===== src/rtl/idle_coord_pkg.sv =====
package idle_coord_pkg;
  localparam int unsigned STATE_W = 3;
  typedef logic [STATE_W-1:0] cstate_t;

  localparam cstate_t ST_ACTIVE   = 3'd0;
  localparam cstate_t ST_PIPE_MIN = 3'd1;
  localparam cstate_t ST_CLK_MIN  = 3'd3;
  localparam cstate_t ST_VOLT_MIN = 3'd4;
  localparam cstate_t ST_DEEPEST  = 3'd6;
  // deepest state allowed while another core on a shared plane is running
  localparam cstate_t ST_SHARED_CAP = ST_CLK_MIN;

  function automatic cstate_t clamp_state(cstate_t s);
    return (s > ST_DEEPEST) ? ST_DEEPEST : s;
  endfunction
endpackage


===== src/rtl/idle_req_resolve.sv =====
module idle_req_resolve
  import idle_coord_pkg::*;
#(
  parameter int unsigned NUM_CORES = 4
) (
  input  logic                                shared_i,
  input  logic [NUM_CORES-1:0][STATE_W-1:0]   req_i,
  output logic [NUM_CORES-1:0][STATE_W-1:0]   grant_d_o
);
  cstate_t [NUM_CORES-1:0] clamped;
  logic                    any_active;

  always_comb begin
    any_active = 1'b0;
    for (int i = 0; i < NUM_CORES; i++) begin
      clamped[i] = clamp_state(req_i[i]);
      if (clamped[i] == ST_ACTIVE) any_active = 1'b1;
    end
  end

  generate
    for (genvar g = 0; g < NUM_CORES; g++) begin : g_core
      always_comb begin
        if (shared_i && any_active && (clamped[g] > ST_SHARED_CAP))
          grant_d_o[g] = ST_SHARED_CAP;
        else
          grant_d_o[g] = clamped[g];
      end
    end
  endgenerate
endmodule


===== src/rtl/core_power_decode.sv =====
module core_power_decode
  import idle_coord_pkg::*;
(
  input  logic [STATE_W-1:0] grant_i,
  output logic               pipe_stop_o,
  output logic               clk_gate_o,
  output logic               volt_low_o
);
  assign pipe_stop_o = (grant_i >= ST_PIPE_MIN);
  assign clk_gate_o  = (grant_i >= ST_CLK_MIN);
  assign volt_low_o  = (grant_i >= ST_VOLT_MIN);
endmodule


===== src/rtl/idle_state_coord.sv =====
module idle_state_coord
  import idle_coord_pkg::*;
#(
  parameter int unsigned NUM_CORES = 4
) (
  input  logic                              clk_i,
  input  logic                              rst_ni,
  input  logic                              shared_mode_i,
  input  logic [NUM_CORES-1:0][STATE_W-1:0] req_i,
  output logic [NUM_CORES-1:0][STATE_W-1:0] grant_o,
  output logic [NUM_CORES-1:0]              pipe_stop_o,
  output logic [NUM_CORES-1:0]              clk_gate_o,
  output logic [NUM_CORES-1:0]              volt_low_o,
  output logic                              uncore_pd_o
);
  logic [NUM_CORES-1:0][STATE_W-1:0] grant_q, grant_d;
  logic mode_q, mode_d;
  logic all_c0, all_deep;

  always_comb begin
    all_c0   = 1'b1;
    all_deep = 1'b1;
    for (int i = 0; i < NUM_CORES; i++) begin
      if (grant_q[i] != ST_ACTIVE)  all_c0   = 1'b0;
      if (grant_q[i] != ST_DEEPEST) all_deep = 1'b0;
    end
  end

  // mode only moves while nothing is asleep
  assign mode_d = all_c0 ? shared_mode_i : mode_q;

  idle_req_resolve #(.NUM_CORES(NUM_CORES)) u_resolve (
    .shared_i  (mode_d),
    .req_i     (req_i),
    .grant_d_o (grant_d)
  );

  always_ff @(posedge clk_i or negedge rst_ni) begin
    if (!rst_ni) begin
      grant_q <= '0;
      mode_q  <= 1'b1;
    end else begin
      grant_q <= grant_d;
      mode_q  <= mode_d;
    end
  end

  generate
    for (genvar g = 0; g < NUM_CORES; g++) begin : g_dec
      core_power_decode u_dec (
        .grant_i     (grant_q[g]),
        .pipe_stop_o (pipe_stop_o[g]),
        .clk_gate_o  (clk_gate_o[g]),
        .volt_low_o  (volt_low_o[g])
      );
    end
  endgenerate

  assign grant_o     = grant_q;
  assign uncore_pd_o = all_deep;
endmodule


===== config.mk =====
export PLATFORM = sky130hd
export DESIGN_NAME = idle_state_coord
export DESIGN_NICKNAME = d
export VERILOG_FILES = /design/src/rtl/idle_coord_pkg.sv /design/src/rtl/idle_req_resolve.sv /design/src/rtl/core_power_decode.sv /design/src/rtl/idle_state_coord.sv
export SDC_FILE = /design/constraint.sdc
export NUM_CORES = 1
export LEC_CHECK = 0
export ABC_CLOCK_PERIOD_IN_PS = 4200
export BUFFER_PORTS_ARGS = -buffer_cell sky130_fd_sc_hd__buf_2
export CORE_ASPECT_RATIO = 1.5
export CORE_MARGIN = 5
export CORE_UTILIZATION = 40
export CTS_CLUSTER_SIZE = 40
export DETAILED_ROUTE_END_ITERATION = 10
export PLACE_DENSITY = 0.68
export SKIP_CTS_REPAIR_TIMING = 1
export SLEW_MARGIN = 40
export SYNTH_ARGS = -nofsm -noshare
export SYNTH_HDL_FRONTEND = slang
export SYNTH_SLANG_ARGS = --single-unit

===== constraint.sdc =====
create_clock -name clk_i -period 4.2 [get_ports clk_i]
set_input_delay 0.84 -clock clk_i [delete_from_list [all_inputs] [get_ports clk_i]]
set_output_delay 0.84 -clock clk_i [all_outputs]
set_load 0.02 [all_outputs]

==> results of run 1 <==
==> flip-flops by register name, summed over array words and instances (netlist names) <==
signal	cells
grant_o	12
mode_q	1
==> metrics by stage <==
stage	utilization (%)	hold WS, ns
2_1_floorplan	-	0.4985
3_3_place_gp	46.02	0.5339
3_5_place_dp	46.02	0.5401
4_1_cts	47.09	0.4384
5_1_grt	47.09	0.4485
6_report	47.09	0.4339
==> cell families (layout without fill, tap and decap cells) <==
logic type | Yosys count | after routing
buf+inv | 26 | 52
flops | 13 | 13
compound gates | 42 | 42
simple gates | 24 | 24
==> layout make-up <==
cell class	count	area (um2)	share of cell area [%]
sequential	13	326.6	28.31
multi-input combinational	66	528.0	45.77
timing repair buffer	39	195.2	16.92
clock buffer	4	26.28	2.278
inverter	9	47.55	4.121
tap	24	30.03	2.603
==> cells in the mapped netlist <==
cell type | count | area share, %
or3_1 | 3 | 1.8
o21ai_0 | 4 | 2.0
nand4_1 | 2 | 1.2
or3_2 | 1 | 0.74
nor3_4 | 1 | 1.6
or2_2 | 3 | 1.8
or4_1 | 1 | 0.74
a41oi_1 | 8 | 6.9
dfstp_2 | 1 | 2.6
nor3_2 | 1 | 0.98
o41ai_4 | 1 | 2.7
bufinv_8 | 1 | 1.7
a21o_1 | 3 | 2.2
o32ai_1 | 4 | 3.4
or3b_2 | 1 | 0.86
nor3_1 | 5 | 2.5
nand2_1 | 2 | 0.74
o31ai_1 | 4 | 3.0
o41a_1 | 1 | 1.1
buf_4 | 12 | 8.9
nor3b_2 | 1 | 1.2
inv_1 | 8 | 3.0
o41ai_1 | 4 | 3.4
a21o_2 | 1 | 0.86
or4_4 | 1 | 1.1
a22oi_1 | 8 | 5.9
dfrtp_1 | 12 | 30
nor4_2 | 1 | 1.2
clkbuf_1 | 4 | 1.5
dlygate4sd3_1 | 1 | 0.98
a21boi_0 | 4 | 3.0
nand4b_1 | 1 | 0.86
==> placed cells by master (no fill, tap or decap), types with 5 or more instances in the layout <==
cell type	count
buf_2	39
dfrtp_1	12
inv_1	8
a41oi_1	8
a22oi_1	8
nor3_1	5
==> worst register-to-register path, stage by stage (launching register included) <==
cell	delay, ns
dfrtp_1	0.46
or4_4	0.58
o41ai_4	0.61
a22oi_1	0.18
==> power breakdown <==
group | internal [mW] | switching [mW] | total, mW
Combinational | 0.0443 | 0.0717 | 0.116
Clock | 0.0367 | 0.0352 | 0.0719
Sequential | 0.135 | 0.0162 | 0.152
==> per-layer routing <==
layer  vias to the layer above  track usage (%)
li1                        461                -
met1                       446            14.78
met3                         6            1.663
met4                         0            12.28
met5                         -                0
met2                        36            25.68
==> worst max path at each step <==
stage	endpoint	cells past startpoint	startpoint
floorplan	uncore_pd_o	3	grant_o[9]$_DFF_PN0_
global placement	uncore_pd_o	4	grant_o[9]$_DFF_PN0_
detailed placement	uncore_pd_o	4	grant_o[9]$_DFF_PN0_
CTS	uncore_pd_o	4	grant_o[9]$_DFF_PN0_
global route	uncore_pd_o	4	grant_o[9]$_DFF_PN0_
finish	uncore_pd_o	4	grant_o[9]$_DFF_PN0_
==> flow_summary.json, run 1 <==
{
  "outcome": "complete, no violations",
  "rows": 22,
  "crit_chain": "nor3_2 -> nand4b_1 -> nor3_1 -> buf_2",
  "r2r_cells": 3,
  "dr_wl_met2_um": 1374,
  "die_x_um": 51.18,
  "synthSimpleGateAreaFrac_pct": 17.47,
  "stdcell_count": 155,
  "track_usage_pct": 14.56,
  "synth_area_per_cell_um2": 9.688,
  "synth_top_family_by_area": "compound AO/OA/AOI/OAI gates",
  "start_util_pct": 41.52,
  "post-place-ws_ns": 1.948,
  "worstPathBufferInverterCount": 1,
  "antenna_left": 0,
  "cap_violations": 0,
  "slowest_stage": "nor3_2",
  "yosysWarnings": 0,
  "dr.pass1.iters": 4,
  "dieArea_mm2": 0.003672,
  "top_layer_used": "met4",
  "finalCriticalPeriod_ns": 2.544,
  "wl_per_cell_um": 16.48,
  "grt_pass1_wl_um": 4050,
  "drive_gt1_share_pct": 42.75,
  "r2r_setup_slack_ns": 2.21,
  "met3_length_um": 139,
  "grt_pass1_vias": 924,
  "remaining_drc_errors": 0,
  "crit_type": "flip-flop to output pin",
  "hold_violations": 0,
  "hp-class": "input port to async pin",
  "start_kind": "flip-flop",
  "chipHeight_um": 71.76,
  "r2r-start": "grant_o[2]$_DFF_PN0_",
  "antenna_found_initial": 0,
  "cts_made_buffers": 3,
  "pin_count": 40,
  "ir_drop_uv": 92.20,
  "cp-end-kind": "output pin",
  "p_leak_nw": 0.5463,
  "fin_skew_ns": 0.004838,
  "synth_fa_ha_area_share_pct": 0,
  "r2r-end": "grant_o[1]$_DFF_PN0_",
  "synth_area_mm2": 0.001017,
  "diodes": 0,
  "drtIter0Drc": 28,
  "slew_headroom_pct": 44.50,
  "ys_types": 32,
  "port_buffers": 39,
  "synthMuxAreaShare_pct": 0,
  "synth_nets": 120,
  "synth_compound_area_share_pct": 34.44,
  "finalCritPeriodShare_pct": 60.58,
  "cts.sinks": 13,
  "design_power_total_uw": 339.5,
  "vias": 949,
  "num-fill-cells": 250,
  "areaGrowthSynthToFinish_pct": 13.41,
  "met1_length_um": 960,
  "cpPeakStageDelay_ns": 0.53,
  "worst-path-max-fanout": 10,
  "rsz0062_at_grt": "no",
  "vias_per_cell": 6.123,
  "clockBufferDepth": 2,
  "setup_viol": 0,
  "cellPowerDensity_mw_per_mm2": 294.3,
  "drt-total-wl_um": 2555,
  "insertion_delay_ns": 0.27,
  "design_area_mm2": 0.001154,
  "dp_hpwl_um": 2098,
  "syn_inst": 105,
  "final_nets": 147,
  "yosysSeqAreaShare_pct": 32.10,
  "core-area_mm2": 0.002450,
  "cts_root_buf": "clkbuf_4",
  "gr-total-overflow": 0,
  "synth-xor-area-share_pct": 0,
  "layout_setup_ws_ns": 1.656,
  "worst_pin_slew_ns": 0.8256,
  "place_area_mm2": 0.001127,
  "max_freq_mhz": 393.1,
  "arrival_ns": 1.70,
  "synth_seq_cells": 13,
  "ctsHtreeMaxLevel": 1,
  "dp.cells": 151,
  "report.final.slew_viol_count": 0,
  "clk_pin_slew_ns": 0.07,
  "fin_setup_tns_ns": 0,
  "cp_top_family": "simple AND/OR/NAND/NOR gates",
  "cts_tree": "built",
  "grt_max_degree": 14,
  "required_ns": 3.36,
  "gp_routability_congestion": 0.8834
}
(Power assumes the default switching activity.)
==> inputs of run 2 (changes only) <==
--- a/config.mk
+++ b/config.mk
@@ -5,7 +5,7 @@
 export SDC_FILE = /design/constraint.sdc
 export NUM_CORES = 1
 export LEC_CHECK = 0
-export ABC_CLOCK_PERIOD_IN_PS = 4200
+export ABC_CLOCK_PERIOD_IN_PS = 2500
 export BUFFER_PORTS_ARGS = -buffer_cell sky130_fd_sc_hd__buf_2
 export CORE_ASPECT_RATIO = 1.5
 export CORE_MARGIN = 5
==> constraint.sdc (replaced) <==
create_clock -name clk_i -period 2.5 [get_ports clk_i]
set_input_delay 0.5 -clock clk_i [delete_from_list [all_inputs] [get_ports clk_i]]
set_output_delay 0.5 -clock clk_i [all_outputs]
set_load 0.02 [all_outputs]
==> flow_summary.json, run 2 (synthesis gave the netlist of run 1 again) <==
{
  "ctsHtreeMaxLevel": 1,
  "slowest_stage": "dfrtp_1",
  "start_util_pct": 41.52,
  "layout_common_cells": "buf_2 (39), dfrtp_1 (12), inv_1 (8), a41oi_1 (8), a22oi_1 (8)",
  "clockBufferDepth": 2,
  "chipHeight_um": 71.76,
  "rsz0062_at_grt": "no",
  "vias_per_cell": 6.529,
  "layout_setup_ws_ns": 0.4492,
  "grt_pass1_wl_um": 4395,
  "required_ns": 2.00,
  "ir_drop_uv": 250.1,
  "rows": 22,
  "cts_made_buffers": 3,
  "hold_violations": 0,
  "p_leak_nw": 0.5580,
  "drive_gt1_share_pct": 43.61,
  "start_kind": "flip-flop",
  "r2r-start": "grant_o[2]$_DFF_PN0_",
  "drt-total-wl_um": 2822,
  "grt_pass1_vias": 994,
  "r2r_setup_slack_ns": 0.50,
  "hp-class": "input port to async pin",
  "stdcell_count": 157,
  "cts_root_buf": "clkbuf_4",
  "antenna_found_initial": 0,
  "finalCriticalPeriod_ns": 2.051,
  "dp.cells": 153,
  "worst_pin_slew_ns": 0.5979,
  "fin_setup_tns_ns": 0,
  "largest_reg_flops": 12,
  "outcome": "complete, no violations",
  "worstPathBufferInverterCount": 2,
  "design_area_mm2": 0.001177,
  "final_core_util_pct": 48.06,
  "drtIter0Drc": 34,
  "cap_violations": 0,
  "dr.pass1.iters": 4,
  "report.final.slew_viol_count": 0,
  "fin_hold_ws_ns": 0.08447,
  "pin_count": 40,
  "slew_headroom_pct": 60.01,
  "arrival_ns": 1.55,
  "design_power_total_uw": 589.2,
  "cellPowerDensity_mw_per_mm2": 500.5,
  "max_freq_mhz": 487.6,
  "gp_routability_congestion": 0.8980,
  "cp-end-kind": "output pin",
  "diodes": 0,
  "finalCritPeriodShare_pct": 82.03,
  "r2r_cells": 3,
  "cp_top_family": "flip-flops",
  "core-area_mm2": 0.002450,
  "antenna_left": 0,
  "track_usage_pct": 15.84,
  "crit_chain": "nor3_2 -> buf_4 -> nand4b_1 -> nor3_1 -> buf_2",
  "port_buffers": 39,
  "post-place-ws_ns": 0.5418,
  "insertion_delay_ns": 0.28,
  "clk_pin_slew_ns": 0.07,
  "cts_tree": "built",
  "cpPeakStageDelay_ns": 0.44,
  "cts.sinks": 13,
  "setup_viol": 0,
  "final_common_cell": "buf_2",
  "wl_per_cell_um": 17.97,
  "gr-total-overflow": 0,
  "grt_max_degree": 14,
  "areaGrowthSynthToFinish_pct": 15.74,
  "r2r-end": "grant_o[10]$_DFF_PN0_",
  "remaining_drc_errors": 0,
  "fin_skew_ns": 0.001375,
  "dieArea_mm2": 0.003672,
  "die_x_um": 51.18,
  "place_area_mm2": 0.001142,
  "final_nets": 149,
  "worst-path-max-fanout": 10,
  "dp_hpwl_um": 2221,
  "vias": 1025,
  "crit_type": "flip-flop to output pin"
}
==> run 2: cell count changes in the layout (fill, tap and decap cells not counted), sizes merged <==
cell,delta
buf,+2
==> run 2: worst max-delay path by stage <==
stage / from / to / slack [ns] / cells after the start
final: grant_o[9]$_DFF_PN0_ / uncore_pd_o / 0.45 / 5
after detailed placement: grant_o[2]$_DFF_PN0_ / grant_o[10]$_DFF_PN0_ / 0.54 / 3
after CTS: grant_o[9]$_DFF_PN0_ / uncore_pd_o / 0.44 / 5
after global placement: grant_o[2]$_DFF_PN0_ / grant_o[7]$_DFF_PN0_ / 0.63 / 3
after floorplan: grant_o[9]$_DFF_PN0_ / uncore_pd_o / 0.50 / 3
after global routing: grant_o[9]$_DFF_PN0_ / uncore_pd_o / 0.37 / 5
==> run 2: final cells by class <==
class,count,area (um2)
Fill cell,240,1272
Sequential cell,13,326.6
Timing Repair Buffer,41,210.2
Multi-Input combinational cell,66,536.8
Tap cell,24,30.03
Inverter,9,47.55
Clock buffer,4,26.28
==> run 2: worst reg2reg max path, stage by stage (launching register included) <==
cell	delay (ns)
dfrtp_1	0.47
or4_4	0.59
o41ai_4	0.63
a22oi_1	0.16
==> run 2: power by group <==
group | leakage (nW) | internal (mW) | switching, mW | total, mW
Combinational | 0.390 | 0.0779 | 0.123 | 0.201
Sequential | 0.153 | 0.227 | 0.0301 | 0.257
Clock | 0.0150 | 0.0621 | 0.0688 | 0.131
Total | 0.558 | 0.367 | 0.222 | 0.589
==> run 2: routing by layer <==
| layer | GRT usage, % | vias to the layer above | part of all wire (%) |
|---|---|---|---|
| met5 | 0 | - | 0 |
| met4 | 15.27 | 0 | 3.2 |
| met3 | 1.455 | 7 | 6.2 |
| met2 | 26.97 | 63 | 54 |
| met1 | 16.34 | 488 | 37 |
| li1 | - | 467 | - |
